--- src/rtl/tone_event_irq_pkg.sv ---
package tone_event_irq_pkg;
  // Strobes from control to the queue datapath
  typedef struct packed {
    logic push;  // write pushChan into the queue this clock
    logic pop;   // remove the head entry this clock
  } fifoStrb_t;
endpackage

--- src/rtl/tone_event_irq_ctrl.sv ---
module tone_event_irq_ctrl
  import tone_event_irq_pkg::*;
#(
  parameter int NUM_CH = 4,
  localparam int CH_W = (NUM_CH > 1) ? $clog2(NUM_CH) : 1
) (
  input  logic              clk,
  input  logic              rstN,
  input  logic [NUM_CH-1:0] toneStatus,
  input  logic              hostRd,
  input  logic              notEmpty,
  output fifoStrb_t         strb,
  output logic [CH_W-1:0]   pushChan,
  output logic              irqN
);
  logic [NUM_CH-1:0] statusQ;
  logic [NUM_CH-1:0] pendQ;
  logic [NUM_CH-1:0] edgeHit;
  logic [NUM_CH-1:0] grant;
  logic              irqNQ;

  // Both directions of a status change count as an event
  assign edgeHit = toneStatus ^ statusQ;

  // Lowest pending channel wins
  always_comb begin
    grant    = '0;
    pushChan = '0;
    for (int i = NUM_CH - 1; i >= 0; i--) begin
      if (pendQ[i]) begin
        grant    = '0;
        grant[i] = 1'b1;
        pushChan = CH_W'(i);
      end
    end
  end

  assign strb.push = |pendQ;
  assign strb.pop  = hostRd;

  always_ff @(posedge clk) begin
    if (!rstN) begin
      statusQ <= '0;
      pendQ   <= '0;
    end else begin
      statusQ <= toneStatus;
      pendQ   <= (pendQ & ~grant) | edgeHit;
    end
  end

  // Interrupt: forced high after a read, otherwise follows queue occupancy
  always_ff @(posedge clk) begin
    if (!rstN)       irqNQ <= 1'b1;
    else if (hostRd) irqNQ <= 1'b1;
    else             irqNQ <= !notEmpty;
  end
  assign irqN = irqNQ;

  a_r4_grant_onehot: assert property (@(posedge clk) disable iff (!rstN)
    $onehot0(grant));
  a_r2_edge_pends: assert property (@(posedge clk) disable iff (!rstN)
    (|edgeHit) |=> (|pendQ));
  a_r7_high_after_read: assert property (@(posedge clk) disable iff (!rstN)
    hostRd |=> irqN);
  a_r8_gap_before_pulse: assert property (@(posedge clk) disable iff (!rstN)
    $fell(irqN) |-> !$past(hostRd));
endmodule

--- src/rtl/tone_event_irq_dp.sv ---
module tone_event_irq_dp
  import tone_event_irq_pkg::*;
#(
  parameter int NUM_CH = 4,
  parameter int DEPTH  = 8,
  localparam int CH_W  = (NUM_CH > 1) ? $clog2(NUM_CH) : 1,
  localparam int PTR_W = (DEPTH > 1) ? $clog2(DEPTH) : 1,
  localparam int CNT_W = $clog2(DEPTH + 1)
) (
  input  logic            clk,
  input  logic            rstN,
  input  fifoStrb_t       strb,
  input  logic [CH_W-1:0] pushChan,
  output logic            notEmpty,
  output logic [CH_W-1:0] rdChan,
  output logic            rdValid,
  output logic            overflow
);
  logic [CH_W-1:0]  memQ [DEPTH];
  logic [PTR_W-1:0] wrPtr, rdPtr;
  logic [CNT_W-1:0] cnt;
  logic             full, doPush, doPop, overflowQ;

  assign full     = (cnt == CNT_W'(DEPTH));
  assign notEmpty = (cnt != '0);
  assign doPop    = strb.pop && notEmpty;
  assign doPush   = strb.push && (!full || doPop);

  function automatic logic [PTR_W-1:0] nextPtr(input logic [PTR_W-1:0] p);
    return (p == PTR_W'(DEPTH - 1)) ? '0 : p + 1'b1;
  endfunction

  for (genvar g = 0; g < DEPTH; g++) begin : gSlot
    always_ff @(posedge clk) begin
      if (!rstN)                              memQ[g] <= '0;
      else if (doPush && wrPtr == PTR_W'(g))  memQ[g] <= pushChan;
    end
  end

  always_ff @(posedge clk) begin
    if (!rstN) begin
      wrPtr     <= '0;
      rdPtr     <= '0;
      cnt       <= '0;
      overflowQ <= 1'b0;
    end else begin
      if (doPush) wrPtr <= nextPtr(wrPtr);
      if (doPop)  rdPtr <= nextPtr(rdPtr);
      case ({doPush, doPop})
        2'b10:   cnt <= cnt + 1'b1;
        2'b01:   cnt <= cnt - 1'b1;
        default: cnt <= cnt;
      endcase
      if (strb.push && !doPush) overflowQ <= 1'b1;
    end
  end

  assign rdValid  = notEmpty;
  assign rdChan   = notEmpty ? memQ[rdPtr] : '0;
  assign overflow = overflowQ;

  a_r9_overflow_sticky: assert property (@(posedge clk) disable iff (!rstN)
    overflowQ |=> overflowQ);
  a_r6_empty_read_keeps: assert property (@(posedge clk) disable iff (!rstN)
    (strb.pop && !strb.push && cnt == '0) |=> (cnt == '0));
  a_r9_count_bound: assert property (@(posedge clk) disable iff (!rstN)
    cnt <= CNT_W'(DEPTH));
  a_r6_zero_when_empty: assert property (@(posedge clk) disable iff (!rstN)
    !rdValid |-> (rdChan == '0));
endmodule

--- src/rtl/tone_event_irq.sv ---
module tone_event_irq
  import tone_event_irq_pkg::*;
#(
  parameter int NUM_CH = 4,
  parameter int DEPTH  = 8,
  localparam int CH_W  = (NUM_CH > 1) ? $clog2(NUM_CH) : 1
) (
  input  logic              clk,
  input  logic              rstN,
  input  logic [NUM_CH-1:0] toneStatus,
  input  logic              hostRd,
  output logic              irqN,
  output logic [CH_W-1:0]   rdChan,
  output logic              rdValid,
  output logic              overflow
);
  fifoStrb_t       strb;
  logic [CH_W-1:0] pushChan;
  logic            notEmpty;

  tone_event_irq_ctrl #(.NUM_CH(NUM_CH)) uCtrl (
    .clk(clk), .rstN(rstN), .toneStatus(toneStatus), .hostRd(hostRd),
    .notEmpty(notEmpty), .strb(strb), .pushChan(pushChan), .irqN(irqN)
  );

  tone_event_irq_dp #(.NUM_CH(NUM_CH), .DEPTH(DEPTH)) uDp (
    .clk(clk), .rstN(rstN), .strb(strb), .pushChan(pushChan),
    .notEmpty(notEmpty), .rdChan(rdChan), .rdValid(rdValid),
    .overflow(overflow)
  );

  a_r7_low_only_pending: assert property (@(posedge clk) disable iff (!rstN)
    !irqN |-> rdValid);
endmodule

--- config.mk ---
export PLATFORM = sky130hd
export DESIGN_NAME = tone_event_irq
export DESIGN_NICKNAME = d
export VERILOG_FILES = /design/src/rtl/tone_event_irq_pkg.sv /design/src/rtl/tone_event_irq_ctrl.sv /design/src/rtl/tone_event_irq_dp.sv /design/src/rtl/tone_event_irq.sv
export SDC_FILE = /design/constraint.sdc
export NUM_CORES = 1
export LEC_CHECK = 0
export BUFFER_PORTS_ARGS = -buffer_cell sky130_fd_sc_hd__buf_2
export CAP_MARGIN = 10
export CORE_ASPECT_RATIO = 0.5
export CORE_UTILIZATION = 64
export DETAILED_ROUTE_END_ITERATION = 10
export PLACE_DENSITY_LB_ADDON = 0.05
export SLEW_MARGIN = 20
export SYNTH_ARGS = -nofsm -noshare
export SYNTH_HDL_FRONTEND = slang
export SYNTH_SLANG_ARGS = --single-unit
--- constraint.sdc ---
create_clock -name clk -period 3.7 [get_ports clk]
set_input_delay 0.74 -clock clk [delete_from_list [all_inputs] [get_ports clk]]
set_output_delay 0.74 -clock clk [all_outputs]
set_load 0.01 [all_outputs]
# Word level (Yosys, flattened, before mapping)
# Memory sizes are Yosys's and may differ from the RTL's. A register that Yosys moved wholly into a read port is not among the register bits.
# Cells that the tools add are included.
# totals
elab_cells,103
memories,1
mem_bits_rw,16
reg_bits,20
input_bits,7
# mem_list
name,depth,width,rd,rd_ports_with_merged_regs,wr,line_no,source
uDp.memQ,8,2,1,1,8,tone_event_irq_dp.sv:19,logic [CH_W-1:0] memQ [DEPTH];
# classes
reduce_logical,20
muxes,47
n_addsub,4
n_eq_ne,11
bitwise_logic,13
# op_table
cell,n
2-bit 2-to-1 mux,13
1-bit 2-to-1 mux,25
4-bit 2-to-1 mux,4
"3-bit == test, second input constant",5
3-bit 2-to-1 mux,4
1-bit logical AND,11
1-bit bitwise OR,8
4-bit case mux with 2 select lines,1
"3-bit by 1-bit adder with 3-bit output, second input constant",2
"3-bit by 2-bit == test with 1-bit output, second input constant",2
"4-bit by 1-bit adder with 4-bit output, second input constant",1
4-bit bitwise AND,1
"4-bit == test, second input constant",1
4-bit inverter,1
4-bit bitwise OR,1
4-bit nonzero test,1
4-bit OR reduction,1
"4-bit by 1-bit subtractor with 4-bit output, second input constant",1
4-bit bitwise XOR,1
"3-bit by 1-bit == test with 1-bit output, second input constant",1
1-bit logical NOT,3
3-bit logical NOT,1
"2-bit by 1-bit == test with 1-bit output, second input constant",1
"2-bit == test, second input constant",1
other kinds (4),4

# Logic depth before layout (Yosys ltp)
# logic_depth
word_depth,9
depth_mapped,12

# Hierarchy
# Synthesis repeated with hierarchy kept, for this count alone.
# hier_totals
hier_cells,172
area_unflattened_um2,1849.3
# modules_own_cells
module,instances,cells_per_inst,area_per_inst_um2,seq_area_each_um2
tone_event_irq_dp,1,139,1517.7,760.7
tone_event_irq_ctrl,1,33,331.6,180.2

# Least setup slack after synthesis
# OpenSTA, ideal clock, no wires.
# synth_timing
path_kind,input port to flip-flop
startpoint,input port hostRd
endpoint,register uDp.cnt[2]
cell_stages,11
setup_slack_ns,1.254
t_arrival_ns,2.376
cell_sequence,inv_2 > a31oi_4 > buf_6 > inv_1 > ha_1 > xor2_1 > ha_1 > a21oi_1 > xor2_1 > or3_1 > a21boi_1
# synth_between
elab_chain_cells,5
elab_cells_between_ends,7
cone_classes,2 x eq/ne; 1 x mux; 4 x reduce/logical
# synth_rtl
element,line_no,source
"start, declared",tone_event_irq.sv:11,"input logic hostRd,"
1-bit logical AND (*),tone_event_irq_dp.sv:26,assign doPop = strb.pop && notEmpty;
1-bit logical OR,tone_event_irq_dp.sv:27,assign doPush = strb.push && (!full || doPop);
1-bit logical AND,tone_event_irq_dp.sv:27,
2-bit by 1-bit == test with 1-bit output / 2-bit == test (equally long branches),tone_event_irq_dp.sv:49,"case ({doPush, doPop})"
4-bit case mux with 2 select lines / 2-bit nonzero test (equally long branches),n/a,
"end signal, assigned",tone_event_irq_dp.sv:50,2'b10: cnt <= cnt + 1'b1;
"end signal, assigned",tone_event_irq_dp.sv:51,2'b01: cnt <= cnt - 1'b1;
"end signal, assigned",tone_event_irq_dp.sv:52,default: cnt <= cnt;
"end, declared",tone_event_irq_dp.sv:21,logic [CNT_W-1:0] cnt;
# Every way passes the cells marked *; elsewhere a longest branch is shown, timed or not.
# A chain may end at the register's enable or synchronous reset.

# Worst setup path in the final report
# layout_timing
startpoint,register uDp.cnt[0]
endpoint,register uDp.cnt[2]
# layout_between
elab_chain_cells,6
elab_cells_between_ends,12
cone_classes,2 x add/sub; 3 x eq/ne; 1 x mux; 6 x reduce/logical
# layout_rtl
element,line_no,source
4-bit nonzero test (*),tone_event_irq_dp.sv:25,assign notEmpty = (cnt != '0);
1-bit logical AND (*),tone_event_irq_dp.sv:26,
via uDp.doPop,tone_event_irq_dp.sv:22,"logic full, doPush, doPop, overflowQ;"
1-bit logical OR,tone_event_irq_dp.sv:27,
1-bit logical AND,tone_event_irq_dp.sv:27,
2-bit by 1-bit == test with 1-bit output / 2-bit == test (equally long branches),tone_event_irq_dp.sv:49,
4-bit case mux with 2 select lines / 2-bit nonzero test (equally long branches),n/a,
# The timed path passes the listed nets; every way through them passes the cells marked *.

==> reports/metrics.cfg <==
[timing]
setup_tns_ps = 0
slew_headroom = 0.613
fmax_mhz = 372
slew_viol_final = 0
min_period_ps = 2690
rsz0062_at_grt = false
setup_viol = 0
worstMarginPinSlew_ps = 575
hold_viol = 0
finClkSkew_ps = 1.74
fin_hold_ws_ps = 468
finalCritPeriodShare = 0.726

[detailed_routing]
routedWlPerCell_um = 14.7
wirelength_mm = 3.20
vias = 1202
drcViolationCount = 0
ant_nets = 0
viasPerCell = 5.51
drt_iter0_drc = 79
drtPass1Iterations = 4

[clocking]
ctsHoldBuffers = 0
ctsHtreeMaxLevel = 2
cts_tree = yes
numCtsBuffers = 5
clk_pin_slew_worst_paths_ps = 70
post_cts_buffers = 0
post_cts_resized = 0
cts.sinks = 39
clk_path_buf_depth = 2
root_buffer = clkbuf_8
clock_latency_ps = 290

[yosys]
async_reset_ff_frac = 0
synth_edf_count = 16
synth_fa_ha_area_frac = 0.0723
syn_area_per_cell_um2 = 11.3
ys_ff_latch = 39
ys_types = 40
synth_compound_area_frac = 0.0854
yosys_warnings = 0
synth-simple-area-share = 0.205
syn-cell-area_mm2 = 0.00190
syn_nets = 187
ys_seq_area_frac = 0.494
muxShareOfSynthArea = 0.0736
synthCells = 169
synth_top_family_by_area = simple AND/OR/NAND/NOR gates
dominantRegCellSynth = dfxtp_1
synth_xor_area_frac = 0.0322

[die]
die_area_mm2 = 0.00321
io_pins = 12
fp.dieH_um = 40.6
rows = 13
initial_utilization = 0.705
core-area_mm2 = 0.00270
die_x_um = 79.1

[power_and_ir_drop]
powerDensity_mw_per_mm2 = 648
vdd.ir_drop.worst_uv = 469
leakage_nw = 0.837
power_mw = 1.34

[worst_setup_path]
r2r_slack_ps = 1010
path_delay_family = simple AND/OR/NAND/NOR gates
crit_required_ps = 3920
cp_num_buf_inv = 2
slowest_stage = nor4_2
criticalPathCategory = flop to flop
critPathLaunchType = flop
max_stage_delay_ps = 570
cp_max_fo = 6
arrival_ps = 2910
crit_chain = nor4_2 > inv_2 > nand2_2 > inv_1 > ha_1 > xor2_1 > ha_1 > a21oi_1 > xor2_1 > or3_1 > a21boi_1
cp-end-kind = flop

[place]
io_buffer_count = 11
globalplace.congestion = 0.774
dp_hpwl_mm = 2.33

[grt]
antenna_found_initial = 0
grt_max_degree = 32
grt_pass1_wl_mm = 5.10
grt_pass1_vias = 1104
grt_usage = 0.232
grt_overflow = 0

[min_path]
hold_path.class = flop to flop

[run_status]
status = finished, final reports clean

[flow_run]
drv_cap = 0

[layout]
layout_common_cells = 23 x dfxtp_1, 19 x nor2_1, 16 x nand2_1, 16 x edfxtp_1
drive_gt1_frac = 0.210
num-nets-final = 198
area.growth.synth_to_final_pct = 8.80
final_common_cell = dfxtp_1
fillers = 190
num_antenna_cells = 0

[report_power, final]
group          leakage (nW)  switching [mW]  internal (mW)
clock network        0.0556           0.144          0.197
logic                 0.424           0.220          0.188
registers             0.357          0.0773          0.517
[cells by family after synthesis]
family          Yosys count
compound gates           20
buf+inv                  15
xor+xnor                  7
fa+ha+maj                11
mux                       9
flops                    39
simple gates             68
[layout make-up]
cell class / instances / area, um2 / area share
Tap cell: 37 / 46.3 / 0.0223
Timing Repair Buffer: 11 / 55.1 / 0.0266
Clock buffer: 5 / 68.8 / 0.0332
Sequential cell: 39 / 941 / 0.454
Inverter: 8 / 30.0 / 0.0145
Multi-Input combinational cell: 115 / 892 / 0.431
Clock inverter: 3 / 38.8 / 0.0187
[per-stage QoR]
| step | util | cells | cell area (um2) | setup WS [ps] |
|---|---|---|---|---|
| 2_1_floorplan | - | 169 | 1900 | 1250 |
| 3_3_place_gp | 0.728 | 210 | 1960 | 919 |
| 3_5_place_dp | 0.728 | 210 | 1960 | 820 |
| 4_1_cts | 0.767 | 218 | 2070 | 1010 |
| 5_1_grt | 0.767 | 218 | 2070 | 824 |
| 6_report | 0.767 | 218 | 2070 | 1010 |
[sequential cells by signal, indices dropped and copies added, names as in the netlist, named ones only]
name           cells
uDp.overflow       1
uCtrl.statusQ      4
uDp.memQ          16
uCtrl.irqN         1
uDp.rdPtr          3
uDp.cnt            4
uDp.wrPtr          3
uCtrl.pendQ        4
[cells in the mapped netlist (2+ instances only)]
| cell | instances | area (um2) |
|---|---|---|
| nor2b_1 | 4 | 25.0 |
| mux4_2 | 4 | 90.1 |
| mux2i_1 | 5 | 50.1 |
| edfxtp_1 | 16 | 480 |
| nand3_2 | 6 | 60.1 |
| dfxtp_1 | 23 | 460 |
| clkbuf_1 | 4 | 15.0 |
| inv_2 | 2 | 7.51 |
| nor2_1 | 19 | 71.3 |
| buf_6 | 2 | 22.5 |
| o21ai_0 | 2 | 10.0 |
| nand2b_1 | 2 | 12.5 |
| nand2_1 | 16 | 60.1 |
| xor2_1 | 3 | 26.3 |
| ha_1 | 11 | 138 |
| and2_1 | 6 | 37.5 |
| a21boi_2 | 3 | 33.8 |
| or3_1 | 4 | 25.0 |
| a21oi_1 | 3 | 15.0 |
| xnor2_1 | 4 | 35.0 |
| a21boi_0 | 4 | 30.0 |
| inv_1 | 6 | 22.5 |
| nand3_1 | 3 | 15.0 |
[per-layer routing]
layer  track usage  routed length, um
met3        0.0682                 82
met5             0                  0
met2         0.420               1540
met1         0.277               1530
met4        0.0818                 44
[final timing paths]
path / endpoint / from / cells after the start
setup / recovery: uDp.cnt[2] / uDp.cnt[0] / 11
hold / removal: uDp.overflow / uDp.overflow / 1
setup reg to reg: uDp.cnt[2] / uDp.cnt[0] / 11
hold reg to reg: uDp.overflow / uDp.overflow / 1
(Power assumes the default switching activity.)
